===== config.mk =====
export PLATFORM = sky130hd
export DESIGN_NAME = seg_scan_ctrl
export DESIGN_NICKNAME = d
export VERILOG_FILES = /design/src/rtl/seg_scan_pkg.sv /design/src/rtl/seg_scan_mem.sv /design/src/rtl/seg_scan_phase.sv /design/src/rtl/seg_scan_column.sv /design/src/rtl/seg_scan_ctrl.sv
export SDC_FILE = /design/constraint.sdc
export NUM_CORES = 1
export LEC_CHECK = 0
export BUFFER_PORTS_ARGS = -buffer_cell sky130_fd_sc_hd__buf_2
export CORE_ASPECT_RATIO = 1.25
export CORE_MARGIN = 2
export CORE_UTILIZATION = 55
export DETAILED_ROUTE_END_ITERATION = 6
export PLACE_DENSITY = 0.72
export SYNTH_ARGS = -nofsm -noshare
export SYNTH_HDL_FRONTEND = slang
export SYNTH_HIERARCHICAL = 1
export SYNTH_SLANG_ARGS = --single-unit
export TNS_END_PERCENT = 20

===== constraint.sdc =====
create_clock -name clk -period 3 [get_ports clk]
set_input_delay 0.45 -clock clk [delete_from_list [all_inputs] [get_ports clk]]
set_output_delay 0.45 -clock clk [all_outputs]
set_load 0.005 [all_outputs]

===== src/rtl/seg_scan_pkg.sv =====
package seg_scan_pkg;

  typedef enum logic {
    PLANE_ONOFF = 1'b0,
    PLANE_BLINK = 1'b1
  } plane_e;

  // Index of the last scanned backplane for a duty code; code 0 maps to 1.
  function automatic int unsigned last_phase(int unsigned code, int unsigned nbp);
    if (code == 0) return 1;
    if (code > nbp - 1) return nbp - 1;
    return code;
  endfunction

endpackage


===== src/rtl/seg_scan_mem.sv =====
module seg_scan_mem
  import seg_scan_pkg::*;
#(
  parameter  int NUM_FP = 41,
  parameter  int NUM_BP = 4,
  localparam int BYTE_W = 2 * NUM_BP,
  localparam int NBYTES = (NUM_FP + 1) / 2,
  localparam int ADDR_W = $clog2(NBYTES)
) (
  input  logic                       clk,
  input  logic                       rst,
  input  logic                       we,
  input  logic [ADDR_W-1:0]          addr,
  input  logic [BYTE_W-1:0]          wdata,
  input  logic                       plane_sel,
  output logic [BYTE_W-1:0]          rdata,
  output logic [NBYTES*BYTE_W-1:0]   on_flat,
  output logic [NBYTES*BYTE_W-1:0]   bl_flat
);

  // An odd frontplane count leaves the top nibble of the last byte unmapped.
  localparam logic [BYTE_W-1:0] LAST_MASK = {BYTE_W{1'b1}} >> ((NUM_FP % 2) * NUM_BP);

  logic [BYTE_W-1:0] on_mem [NBYTES];
  logic [BYTE_W-1:0] bl_mem [NBYTES];
  logic              in_range;
  logic [BYTE_W-1:0] wmask;
  plane_e            plane;

  assign in_range = (addr < ADDR_W'(NBYTES));
  assign wmask    = (addr == ADDR_W'(NBYTES - 1)) ? LAST_MASK : {BYTE_W{1'b1}};
  assign plane    = plane_e'(plane_sel);

  always_ff @(posedge clk) begin
    if (rst) begin
      for (int i = 0; i < NBYTES; i++) begin
        on_mem[i] <= '0;
        bl_mem[i] <= '0;
      end
      rdata <= '0;
    end else begin
      if (we && in_range) begin
        if (plane == PLANE_BLINK) bl_mem[addr] <= wdata & wmask;
        else                      on_mem[addr] <= wdata & wmask;
      end
      if (!in_range)                 rdata <= '0;
      else if (plane == PLANE_BLINK) rdata <= bl_mem[addr];
      else                           rdata <= on_mem[addr];
    end
  end

  for (genvar b = 0; b < NBYTES; b++) begin : g_flat
    assign on_flat[b*BYTE_W +: BYTE_W] = on_mem[b];
    assign bl_flat[b*BYTE_W +: BYTE_W] = bl_mem[b];
  end

  // unmapped addresses read as zero
  assert_unmapped_zero_R4: assert property (@(posedge clk) disable iff (rst)
    (addr >= ADDR_W'(NBYTES)) |=> (rdata == '0));

endmodule


===== src/rtl/seg_scan_phase.sv =====
module seg_scan_phase
  import seg_scan_pkg::*;
#(
  parameter  int NUM_BP = 4,
  localparam int BP_W   = $clog2(NUM_BP)
) (
  input  logic              clk,
  input  logic              rst,
  input  logic              disp_en,
  input  logic              frame_strobe,
  input  logic [BP_W-1:0]   duty_code,
  output logic [BP_W-1:0]   cur_phase,
  output logic              full_duty,
  output logic [NUM_BP-1:0] bp_sel
);

  logic [BP_W-1:0] idx;
  logic [BP_W-1:0] last;

  assign last      = BP_W'(last_phase(32'(duty_code), NUM_BP));
  assign cur_phase = (idx > last) ? '0 : idx;
  assign full_duty = (last == BP_W'(NUM_BP - 1));

  always_ff @(posedge clk) begin
    if (rst || !disp_en) begin
      idx    <= '0;
      bp_sel <= '0;
    end else if (frame_strobe) begin
      bp_sel <= NUM_BP'(1) << cur_phase;
      idx    <= (cur_phase == last) ? '0 : cur_phase + 1'b1;
    end
  end

  // never more than one backplane selected
  assert_bp_onehot_R5: assert property (@(posedge clk) disable iff (rst)
    $onehot0(bp_sel));

  // disable blanks the backplanes on the next clock
  assert_idle_blank_R6: assert property (@(posedge clk) disable iff (rst)
    !disp_en |=> (bp_sel == '0));

  // first strobe after enabling selects backplane 0
  assert_restart_phase0_R6: assert property (@(posedge clk) disable iff (rst)
    (disp_en && frame_strobe && !$past(disp_en)) |=> (bp_sel == NUM_BP'(1)));

endmodule


===== src/rtl/seg_scan_column.sv =====
module seg_scan_column #(
  parameter  int NUM_FP = 41,
  parameter  int NUM_BP = 4,
  localparam int BYTE_W = 2 * NUM_BP,
  localparam int NBYTES = (NUM_FP + 1) / 2,
  localparam int BP_W   = $clog2(NUM_BP)
) (
  input  logic [NBYTES*BYTE_W-1:0] on_flat,
  input  logic [NBYTES*BYTE_W-1:0] bl_flat,
  input  logic [BP_W-1:0]          phase,
  input  logic                     blank_en,
  input  logic                     force_all,
  input  logic                     full_duty,
  output logic [NUM_FP-1:0]        column
);

  for (genvar f = 0; f < NUM_FP; f++) begin : g_fp
    localparam int BASE = (f / 2) * BYTE_W + (f % 2) * NUM_BP;
    logic [NUM_BP-1:0] on_nib;
    logic [NUM_BP-1:0] bl_nib;
    logic              lit;

    assign on_nib = on_flat[BASE +: NUM_BP];
    assign bl_nib = bl_flat[BASE +: NUM_BP];
    assign lit    = on_nib[phase] & ~(blank_en & (bl_nib[phase] | force_all));

    if (f == NUM_FP - 1) begin : g_shared
      // This pin becomes the last backplane when every backplane is scanned.
      assign column[f] = lit & ~full_duty;
    end else begin : g_plain
      assign column[f] = lit;
    end
  end

endmodule


===== src/rtl/seg_scan_ctrl.sv =====
module seg_scan_ctrl #(
  parameter  int NUM_FP = 41,
  parameter  int NUM_BP = 4,
  localparam int BYTE_W = 2 * NUM_BP,
  localparam int NBYTES = (NUM_FP + 1) / 2,
  localparam int ADDR_W = $clog2(NBYTES),
  localparam int BP_W   = $clog2(NUM_BP)
) (
  input  logic              clk,
  input  logic              rst,
  input  logic              reg_we,
  input  logic [ADDR_W-1:0] reg_addr,
  input  logic [BYTE_W-1:0] reg_wdata,
  output logic [BYTE_W-1:0] reg_rdata,
  input  logic              plane_sel,
  input  logic [BP_W-1:0]   duty_code,
  input  logic              disp_en,
  input  logic              blink_all,
  input  logic              frame_strobe,
  input  logic              blink_dark,
  output logic [NUM_BP-1:0] bp_sel,
  output logic [NUM_FP-1:0] fp_on
);

  logic [NBYTES*BYTE_W-1:0] on_flat;
  logic [NBYTES*BYTE_W-1:0] bl_flat;
  logic [BP_W-1:0]          cur_phase;
  logic                     full_duty;
  logic [NUM_FP-1:0]        column;

  seg_scan_mem #(.NUM_FP(NUM_FP), .NUM_BP(NUM_BP)) u_mem (
    .clk       (clk),
    .rst       (rst),
    .we        (reg_we),
    .addr      (reg_addr),
    .wdata     (reg_wdata),
    .plane_sel (plane_sel),
    .rdata     (reg_rdata),
    .on_flat   (on_flat),
    .bl_flat   (bl_flat)
  );

  seg_scan_phase #(.NUM_BP(NUM_BP)) u_phase (
    .clk          (clk),
    .rst          (rst),
    .disp_en      (disp_en),
    .frame_strobe (frame_strobe),
    .duty_code    (duty_code),
    .cur_phase    (cur_phase),
    .full_duty    (full_duty),
    .bp_sel       (bp_sel)
  );

  seg_scan_column #(.NUM_FP(NUM_FP), .NUM_BP(NUM_BP)) u_column (
    .on_flat   (on_flat),
    .bl_flat   (bl_flat),
    .phase     (cur_phase),
    .blank_en  (blink_dark),
    .force_all (blink_all & plane_sel),
    .full_duty (full_duty),
    .column    (column)
  );

  // The frontplane vector is captured only at phase boundaries.
  always_ff @(posedge clk) begin
    if (rst || !disp_en) fp_on <= '0;
    else if (frame_strobe) fp_on <= column;
  end

  // no change between strobes
  assert_hold_between_strobes_R10: assert property (@(posedge clk) disable iff (rst)
    (disp_en && !frame_strobe) |=> $stable(fp_on));

  // shared pin never lit while it acts as a backplane
  assert_shared_pin_R7: assert property (@(posedge clk) disable iff (rst)
    bp_sel[NUM_BP-1] |-> !fp_on[NUM_FP-1]);

  // blink-all dark phase blanks the whole display
  assert_blink_all_dark_R9: assert property (@(posedge clk) disable iff (rst)
    (disp_en && frame_strobe && blink_dark && blink_all && plane_sel) |=> (fp_on == '0));

endmodule


## After elaboration in Yosys (flattened, before gate mapping)

Memory sizes are Yosys's and may differ from the RTL's.
Index checks and enable logic that the tools add are counted.

- Reductions and logical operators: 7
- Multiplexer cells: 187
- Bitwise gates (word level): 169
- Multipliers: 0
- Div/mod/pow operators: 0
- Eq/ne operators: 3
- $lt $le $gt $ge: 3
- Shift operators: 1
- Add/subtract/negate cells: 1

Operators by type and width:

| operator | number |
|---|---|
| $bmux 1 s2 | 82 |
| $mux 1 | 96 |
| $and 1x1->1 | 84 |
| $not 1->1 | 43 |
| $or 1x1->1 | 41 |
| $mux 8 | 4 |
| $reduce_or 8->1 | 2 |
| $mux 5 | 2 |
| $and 8x8->8 | 1 |
| $mux 2 | 3 |
| $eq 5x5->1 const B | 1 |
| $lt 5x5->1 const B | 1 |
| $shl 1x2->4 const A | 1 |
| $lt 2x3->1 const B | 1 |
| $add 2x1->2 const B | 1 |
| $eq 2x2->1 | 1 |
| $eq 2x2->1 const B | 1 |
| $gt 2x2->1 | 1 |
| $logic_not 2->1 | 1 |
| $reduce_or 2->1 | 1 |
| $logic_and 1x1->1 | 1 |
| $logic_not 1->1 | 1 |
| $logic_or 1x1->1 | 1 |

- Output and inout port bits: 53
- Word-level logic and storage cells: 377
- Register bits after elaboration: 55
- RAM bits: 336
- Bits in read-only memories: 0
- Memories: 2
- Input bits: 23
- Latch bits: 0

Memories:

| name | words | width | read ports | clocked after memory_dff | wr ports | RTL line | source |
|---|---|---|---|---|---|---|---|
| u_mem.bl_mem | 21 | 8 | 22 | 0 | 21 | seg_scan_mem.sv:25 | `logic [BYTE_W-1:0] bl_mem [NBYTES];` |
| u_mem.on_mem | 21 | 8 | 22 | 0 | 21 | seg_scan_mem.sv:24 | `logic [BYTE_W-1:0] on_mem [NBYTES];` |

## Depth between registers and ports, before layout

Gate-level depths: netlist (run 1).

- Depth after elaboration: 12
- Mapped depth: 13
- Depth with buffers taken out: 10

## Hierarchy

Netlist (run 1), hierarchy kept.

Modules (own cells, without submodules):

| module | area each (um^2) | cells each | seq. area each (um^2) | times used |
|---|---|---|---|---|
| seg_scan_mem | 22600.4 | 1420 | 15534.9 | 1 |
| seg_scan_column | 2617.5 | 459 | 0.0 | 1 |
| seg_scan_ctrl | 1546.5 | 135 | 820.8 | 1 |
| seg_scan_phase | 409.1 | 44 | 120.1 | 1 |

## Worst setup path after synthesis (run 1)

Ideal clock, no wire load.

- Kind: input-to-reg
- From: input duty_code[1]
- To: register fp_on[2]
- Stages: 12
- Data required time: 2938 ps
- Arrival time: 2381 ps
- Library setup time: 62 ps
- Setup slack: 557 ps
- Path buffers: 3
- Path through: inv_1 ha_1 and2b_1 o21ai_2 and2_1 buf_2 buf_4 a32oi_1 a221oi_1 buf_4 mux2i_1 nor2_2

- Longest elaborated chain between the ends: 11
- Elaborated cells between the ends (all ways): 14
- Classes of those cells: 1 x order compare; 8 x mux; 4 x bitwise; 1 x reduce/logical

RTL lines:

| item | RTL line | source |
|---|---|---|
| start: declaration | seg_scan_ctrl.sv:16 | `input logic [BP_W-1:0] duty_code,` |
| $logic_not 2->1 | seg_scan_pkg.sv:10 | `if (code == 0) return 1;` |
| $mux 1 | seg_scan_pkg.sv:10 |  |
| $mux 2 * | seg_scan_pkg.sv:11 | `if (code > nbp - 1) return nbp - 1;` |
| $gt 2x2->1 * | seg_scan_phase.sv:21 | `assign cur_phase = (idx > last) ? '0 : idx;` |
| $mux 2 * | seg_scan_phase.sv:21 |  |
| named net cur_phase[0] | seg_scan_ctrl.sv:27 | `logic [BP_W-1:0] cur_phase;` |
| $bmux 1 s2 | seg_scan_column.sv:25 | `assign lit = on_nib[phase] & ~(blank_en & (bl_nib[phase] \| force_all));` |
| $mux 1 (not written as such) | seg_scan_column.sv:25 |  |
| $or 1x1->1 | seg_scan_column.sv:25 |  |
| $and 1x1->1 | seg_scan_column.sv:25 |  |
| $not 1->1 | seg_scan_column.sv:25 |  |
| $and 1x1->1 * | seg_scan_column.sv:25 |  |
| named net u_column.g_fp[2].lit | seg_scan_column.sv:21 | `logic lit;` |
| end signal: assignment | seg_scan_ctrl.sv:67 | `else if (frame_strobe) fp_on <= column;` |
| end: declaration | seg_scan_ctrl.sv:22 | `output logic [NUM_FP-1:0] fp_on` |

Mark *: on every way through the listed nets, which the timed path passes. The rest lies on a longest branch. The select of a mux whose other input is x is not followed.
A chain may end at the register's enable or synchronous reset.

## Final worst setup path (run 1)

- From: register u_phase.idx[1]
- To: register fp_on[10]

- Longest elaborated chain between the ends: 8
- Elaborated cells between the ends (all ways): 10
- Classes of those cells: 1 x order compare; 5 x mux; 4 x bitwise

RTL lines:

| item | RTL line | source |
|---|---|---|
| start: declaration | seg_scan_phase.sv:17 | `logic [BP_W-1:0] idx;` |
| start signal: assignment | seg_scan_phase.sv:30 | `idx <= (cur_phase == last) ? '0 : cur_phase + 1'b1;` |
| $gt 2x2->1 * | seg_scan_phase.sv:21 |  |
| $mux 2 * | seg_scan_phase.sv:21 |  |
| named net cur_phase[0] | seg_scan_ctrl.sv:27 |  |
| $bmux 1 s2 | seg_scan_column.sv:25 |  |
| $mux 1 (not written as such) | seg_scan_column.sv:25 |  |
| $or 1x1->1 | seg_scan_column.sv:25 |  |
| $and 1x1->1 | seg_scan_column.sv:25 |  |
| $not 1->1 | seg_scan_column.sv:25 |  |
| $and 1x1->1 * | seg_scan_column.sv:25 |  |
| named net column[10] | seg_scan_ctrl.sv:29 | `logic [NUM_FP-1:0] column;` |

Marked as above.

==> flow_metrics.tcl, run 1 <==
set metrics [dict create \
    htreeDepth 2 \
    numCtsBuffers 55 \
    place.detailed.hpwl_um 55300 \
    clkTransAtPathRegs_ps 60 \
    die_w_um 203 \
    clock_skew_ps 22.0 \
    met1_length_um 28200 \
    highest_layer "met5" \
    setup_viol 0 \
    cts_sinks 567 \
    viasPerCell 6.23 \
    cts_tree "yes" \
    crit_type "reg2reg" \
    fmaxAchievable_mhz 348 \
    cts-root-buf "clkbuf_16" \
    period_share_pct 95.8 \
    drt-total-wl_um 79100 \
    cts_setup_buffers 0 \
    muxShareOfSynthArea_pct 12.7 \
    die_y_um 253 \
    die-area_um2 51200 \
    setup_tns_ps 0 \
    arrival_ps 3420 \
    fin_nets 2281 \
    rsz0062_at_grt "false" \
    syn_to_final_growth_pct 13.0 \
    yosys.area_share.simple_pct 15.3 \
    grt_pass1_wl_um 116000 \
    syn_avg_cell_area_um2 13.2 \
    holdWs_ps 176 \
    reg2regPathDepth 9 \
    min_period_ps 2870 \
    core_um2 49100 \
    clk_latency_ps 610 \
    place_area_um2 28800 \
    antenna_found_initial 1 \
    synth_xor_xnor_area_share_pct 0.0322 \
    total_power_mw 18.4 \
    critPathCaptureType "flop" \
    drtIter0Drc 2484 \
    wl_met3_um 7890 \
    worst_ep_required_time_ps 3550 \
    final_core_util_pct 62.6 \
    maxCapViolations 0 \
    hold_buffers 0 \
    irDropWorstVdd_mv 0.561 \
    status "completed" \
    wl_met2_um 38100 \
    worst_pin_slew_ps 753 \
    worstPathMaxFanout 47 \
    wl_per_cell_um 26.8 \
    synth_edf_count 512 \
    portBuffers 75 \
    syn_inst 2058 \
    vias 18365 \
    insertedDiodeCount 0 \
    syn-cell-area_um2 27200 \
    synth_top_family_by_area "simple AND/OR/NAND/NOR gates" \
    first_pass_iters 6 \
    hold_violations 0 \
    power.density_nw_per_um2 598 \
    grt-ovfl-total 0 \
    maxSlewViolCount 0 \
    ys_types 67 \
    start_util_pct 55.4 \
    p_leak_nw 11.9 \
    start_kind "flop" \
    first_global_vias 17887 \
    synth_compound_area_share_pct 5.84 \
    grt_usage_pct 31.2 \
    drive_gt1_share_pct 17.8 \
    synth_ff_type "edfxtp_1" \
    cts_buffer_depth 3 \
    postRouteAntennaNets 0 \
    relSlewSlack_pct 49.8 \
    rows 91 \
    gp_congestion 1.03 \
    grt_max_degree 69 \
    min_path_cells 3 \
    hp-class "in2reg" \
    yosysWarnings 6 \
    synth_fa_ha_area_share_pct 0.276 \
    ys_seq_area_share_pct 60.6 \
    async_flop_share_pct 0 \
    final_cell_area_um2 30700 \
    ios 76 \
    synth-seq-cells 567 \
    drc_errors 0 \
]
[synth_stat cells (all sizes together) (42+ instances only)]
master	n	share of area (%)
nand2b	50	1.2
mux4	106	8.8
and3	160	3.7
a221oi	43	1.4
mux2i	99	3.6
dfxtp	55	4.1
nor2	228	3.2
buf	148	4.0
nor2b	42	0.97
nand3	43	0.79
clkbuf	78	1.1
edfxtp	512	57
nand2	237	3.3
[area by class of cell]
class | count | area (um2)
Fill cell | 3729 | 18400
Sequential cell | 567 | 16500
Multi-Input combinational cell | 1440 | 10000
Clock buffer | 87 | 1650
Timing Repair Buffer | 180 | 1490
Tap cell | 651 | 815
Clock inverter | 15 | 234
Inverter | 8 | 30.0
[cells in the final DEF (no fill, tap or decap), drive strengths merged, types with 43 or more instances in the layout]
master and instances:
buf 180, a221oi 43, nand2b 50, nand2 237
clkbuf 87, and3 160, mux4 106, nand3 43
dfxtp 55, mux2i 99, conb 184, edfxtp 512
nor2 228
[metal layers]
| metal | GRT usage [%] | vias up |
|---|---|---|
| li1 | - | 7941 |
| met1 | 40.4 | 8991 |
| met4 | 17.1 | 2 |
| met3 | 4.74 | 233 |
| met2 | 51.0 | 1198 |
| met5 | 0 | - |
[cells by family after synthesis]
group	Yosys count
buffers and inverters	234
other	1
xor gates and xnor gates	1
AOI/OAI and AO/OA	211
DFF	567
adders and majority gates	6
and+or+nand+nor	826
muxes	212
[registers in the layout, indices dropped and copies added, names as in the netlist]
register,cells
u_mem/rdata,8
fp_on,41
u_mem/bl_mem,256
u_mem/on_mem,256
u_phase/bp_sel,4
u_phase/idx,2
[stage by stage]
stage	cells	setup slack, ps
final	2948	127
after global routing	2948	74.0
after CTS	2948	11.3
after detailed placement	2846	-135
after global placement	2846	-131
after floorplan	2241	557
[power by group]
group          total [mW]  switching, mW  internal (mW)
sequential           9.35          0.243           9.10
combinational        1.83           1.14          0.691
clock                7.18           2.90           4.28
total                18.4           4.29           14.1
[critical path: stages (launching register included)]
cell      delay (ps)
dfxtp_1          440
ha_1             280
and2b_1          180
o21ai_2          210
and2_4           350
buf_12           290
a32oi_1          180
a221oi_1         580
mux2i_1          170
nor2_1           100
[repair_timing]
item	in CTS	in global routing
gates resized for setup	0	3
endpoints found under the setup margin	0	3
endpoints found under the hold margin	0	0
[worst paths after layout]
check / startpoint / endpoint / slack (ps)
max reg2reg: u_phase/idx[1]$_SDFFE_PP0P_ / fp_on[10]$_SDFFE_PP0P_ / 130
min: disp_en / u_phase/bp_sel[1]$_SDFFE_PP0P_ / 180
min reg2reg: fp_on[26]$_SDFFE_PP0P_ / fp_on[26]$_SDFFE_PP0P_ / 490
max: u_phase/idx[1]$_SDFFE_PP0P_ / fp_on[10]$_SDFFE_PP0P_ / 130
Note: power is estimated with default switching activity, not from simulation.
==> run 2, diff against run 1 <==
--- a/config.mk
+++ b/config.mk
@@ -10,7 +10,7 @@
 export CORE_MARGIN = 2
 export CORE_UTILIZATION = 55
 export DETAILED_ROUTE_END_ITERATION = 6
-export PLACE_DENSITY = 0.72
+export PLACE_DENSITY = 0.73
 export SYNTH_ARGS = -nofsm -noshare
 export SYNTH_HDL_FRONTEND = slang
 export SYNTH_HIERARCHICAL = 1
==> flow_metrics.tcl, run 2 (synthesis results as in run 1) <==
set metrics [dict create \
    cts-root-buf "clkbuf_16" \
    portBuffers 75 \
    cts_buffer_depth 3 \
    internal-power_mw 13.6 \
    crit_type "reg2reg" \
    first_global_vias 17875 \
    clock_skew_ps 12.5 \
    switching_share_pct 24.0 \
    fmaxAchievable_mhz 350 \
    arrival_ps 3400 \
    critPathCaptureType "flop" \
    layout_common_cells "edfxtp_1, nand2_1, nor2_1, conb_1, and3_1" \
    ctsResizeCount 0 \
    cpPeakStageDelay_ps 590 \
    pwr-share-comb_pct 10.2 \
    htreeDepth 2 \
    path_cells "ha_1 -> and2b_1 -> o21ai_2 -> and2_4 -> buf_4 -> a32oi_1 -> a221oi_1 -> mux2i_1 -> nor2_1" \
    clkTransAtPathRegs_ps 60 \
    cts_tree "yes" \
    gp_congestion 1.00 \
    setup_viol 0 \
    drive_gt1_share_pct 18.1 \
    top_regs "u_mem/bl_mem x256, u_mem/on_mem x256, fp_on x41" \
    maxCapViolations 0 \
    core_um2 49100 \
    fin_ws_ps 141 \
    start_kind "flop" \
    critPathSlowestCell "a221oi_1" \
    viasPerCell 6.25 \
    vias 18524 \
    multiInputGateArea_um2 9990 \
    crit_family "compound AO/OA/AOI/OAI gates" \
    pwr-share-seq_pct 52.2 \
    drt-total-wl_um 80000 \
    holdWs_ps 169 \
    cts_setup_buffers 0 \
    die_y_um 253 \
    antenna_found_initial 1 \
    fillers 3780 \
    grt_max_degree 68 \
    wl_per_cell_um 27.0 \
    fin_nets 2297 \
    die_w_um 203 \
    worst_pin_slew_ps 913 \
    preCtsSetupSlack_ps -36.6 \
    rows 91 \
    irDropWorstVdd_mv 0.451 \
    final_common_cell "edfxtp_1" \
    ios 76 \
    worst_ep_required_time_ps 3540 \
    place.detailed.hpwl_um 56500 \
    grt_pass1_wl_um 117000 \
    maxSlewViolCount 0 \
    relSlewSlack_pct 39.2 \
    ff_latch_area_um2 16500 \
    worstPathMaxFanout 27 \
    grt-ovfl-total 0 \
    first_pass_iters 7 \
    status "completed" \
    die-area_um2 51200 \
    clk_latency_ps 620 \
    pwr-share-clk_pct 37.6 \
    hold_buffers 0 \
    hold_violations 0 \
    path_buf_inv 1 \
    cts_sinks 567 \
    power.switching_mw 4.30 \
    final_core_util_pct 62.6 \
    hp-class "in2reg" \
    start_util_pct 55.4 \
    numCtsBuffers 55 \
    rsz0062_at_grt "false" \
    drtIter0Drc 2177 \
    grt_usage_pct 31.4 \
    min_period_ps 2860 \
    period_share_pct 95.3 \
    power.density_nw_per_um2 584 \
    drc_errors 0 \
    insertedDiodeCount 0 \
    syn_to_final_growth_pct 13.0 \
    postRouteAntennaNets 0 \
    p_leak_nw 11.9 \
]
## run 2: final timing paths
kind                            cells after the start                             end                         from  slack, ps
worst max-delay path                                9          fp_on[12]$_SDFFE_PP0P_  u_phase/idx[1]$_SDFFE_PP0P_        140
worst max register to register                      9          fp_on[12]$_SDFFE_PP0P_  u_phase/idx[1]$_SDFFE_PP0P_        140
worst min register to register                      2          fp_on[28]$_SDFFE_PP0P_       fp_on[28]$_SDFFE_PP0P_        490
worst min-delay path                                3  u_phase/bp_sel[0]$_SDFFE_PP0P_                      disp_en        170
## run 2: per-layer routing
metal  wire length (um)  up-vias  global-route usage (%)
met5                  0        -                       0
met4               4090        0                    14.1
met3               7440      232                    4.80
met2              40100     1111                    54.2
met1              28400     9201                    39.4
li1                   -     7980                       -
## run 2: worst register-to-register path, stage by stage, from the launching register on
cell and delay (ps):
dfxtp_1 420, ha_1 270, and2b_1 180, o21ai_2 200
and2_4 340, buf_4 340, a32oi_1 170, a221oi_1 590
mux2i_1 150, nor2_1 120
## run 2: layout make-up
class,instances,area share [%]
flip-flops and latches,567,53.7
multi-input cells,1440,32.6
clock buffers,85,5.35
repair buffers,196,5.33
well taps,651,2.65
clock inverters,15,0.334
inverters,8,0.0978
## run 2: power groups by stage
stage | Sequential (mW) | Combinational, mW | Clock, mW
finish | 9.36 | 1.84 | 6.74
global route | 9.40 | 1.92 | 7.10
CTS | 9.36 | 1.80 | 6.84
detailed placement | 9.52 | 1.79 | 0
global placement | 9.50 | 1.77 | 0
floorplan | 9.38 | 1.22 | 0
## run 2: per-stage QoR
stage	cell area (um2)	cells	power, mW	TNS, ps
CTS	30700	2962	18.0	0
detailed placement	29000	2862	11.3	-65.9
global route	30700	2962	18.4	0
floorplan	27900	2241	10.6	0
global placement	29000	2862	11.3	-68.1
finish	30700	2962	17.9	0
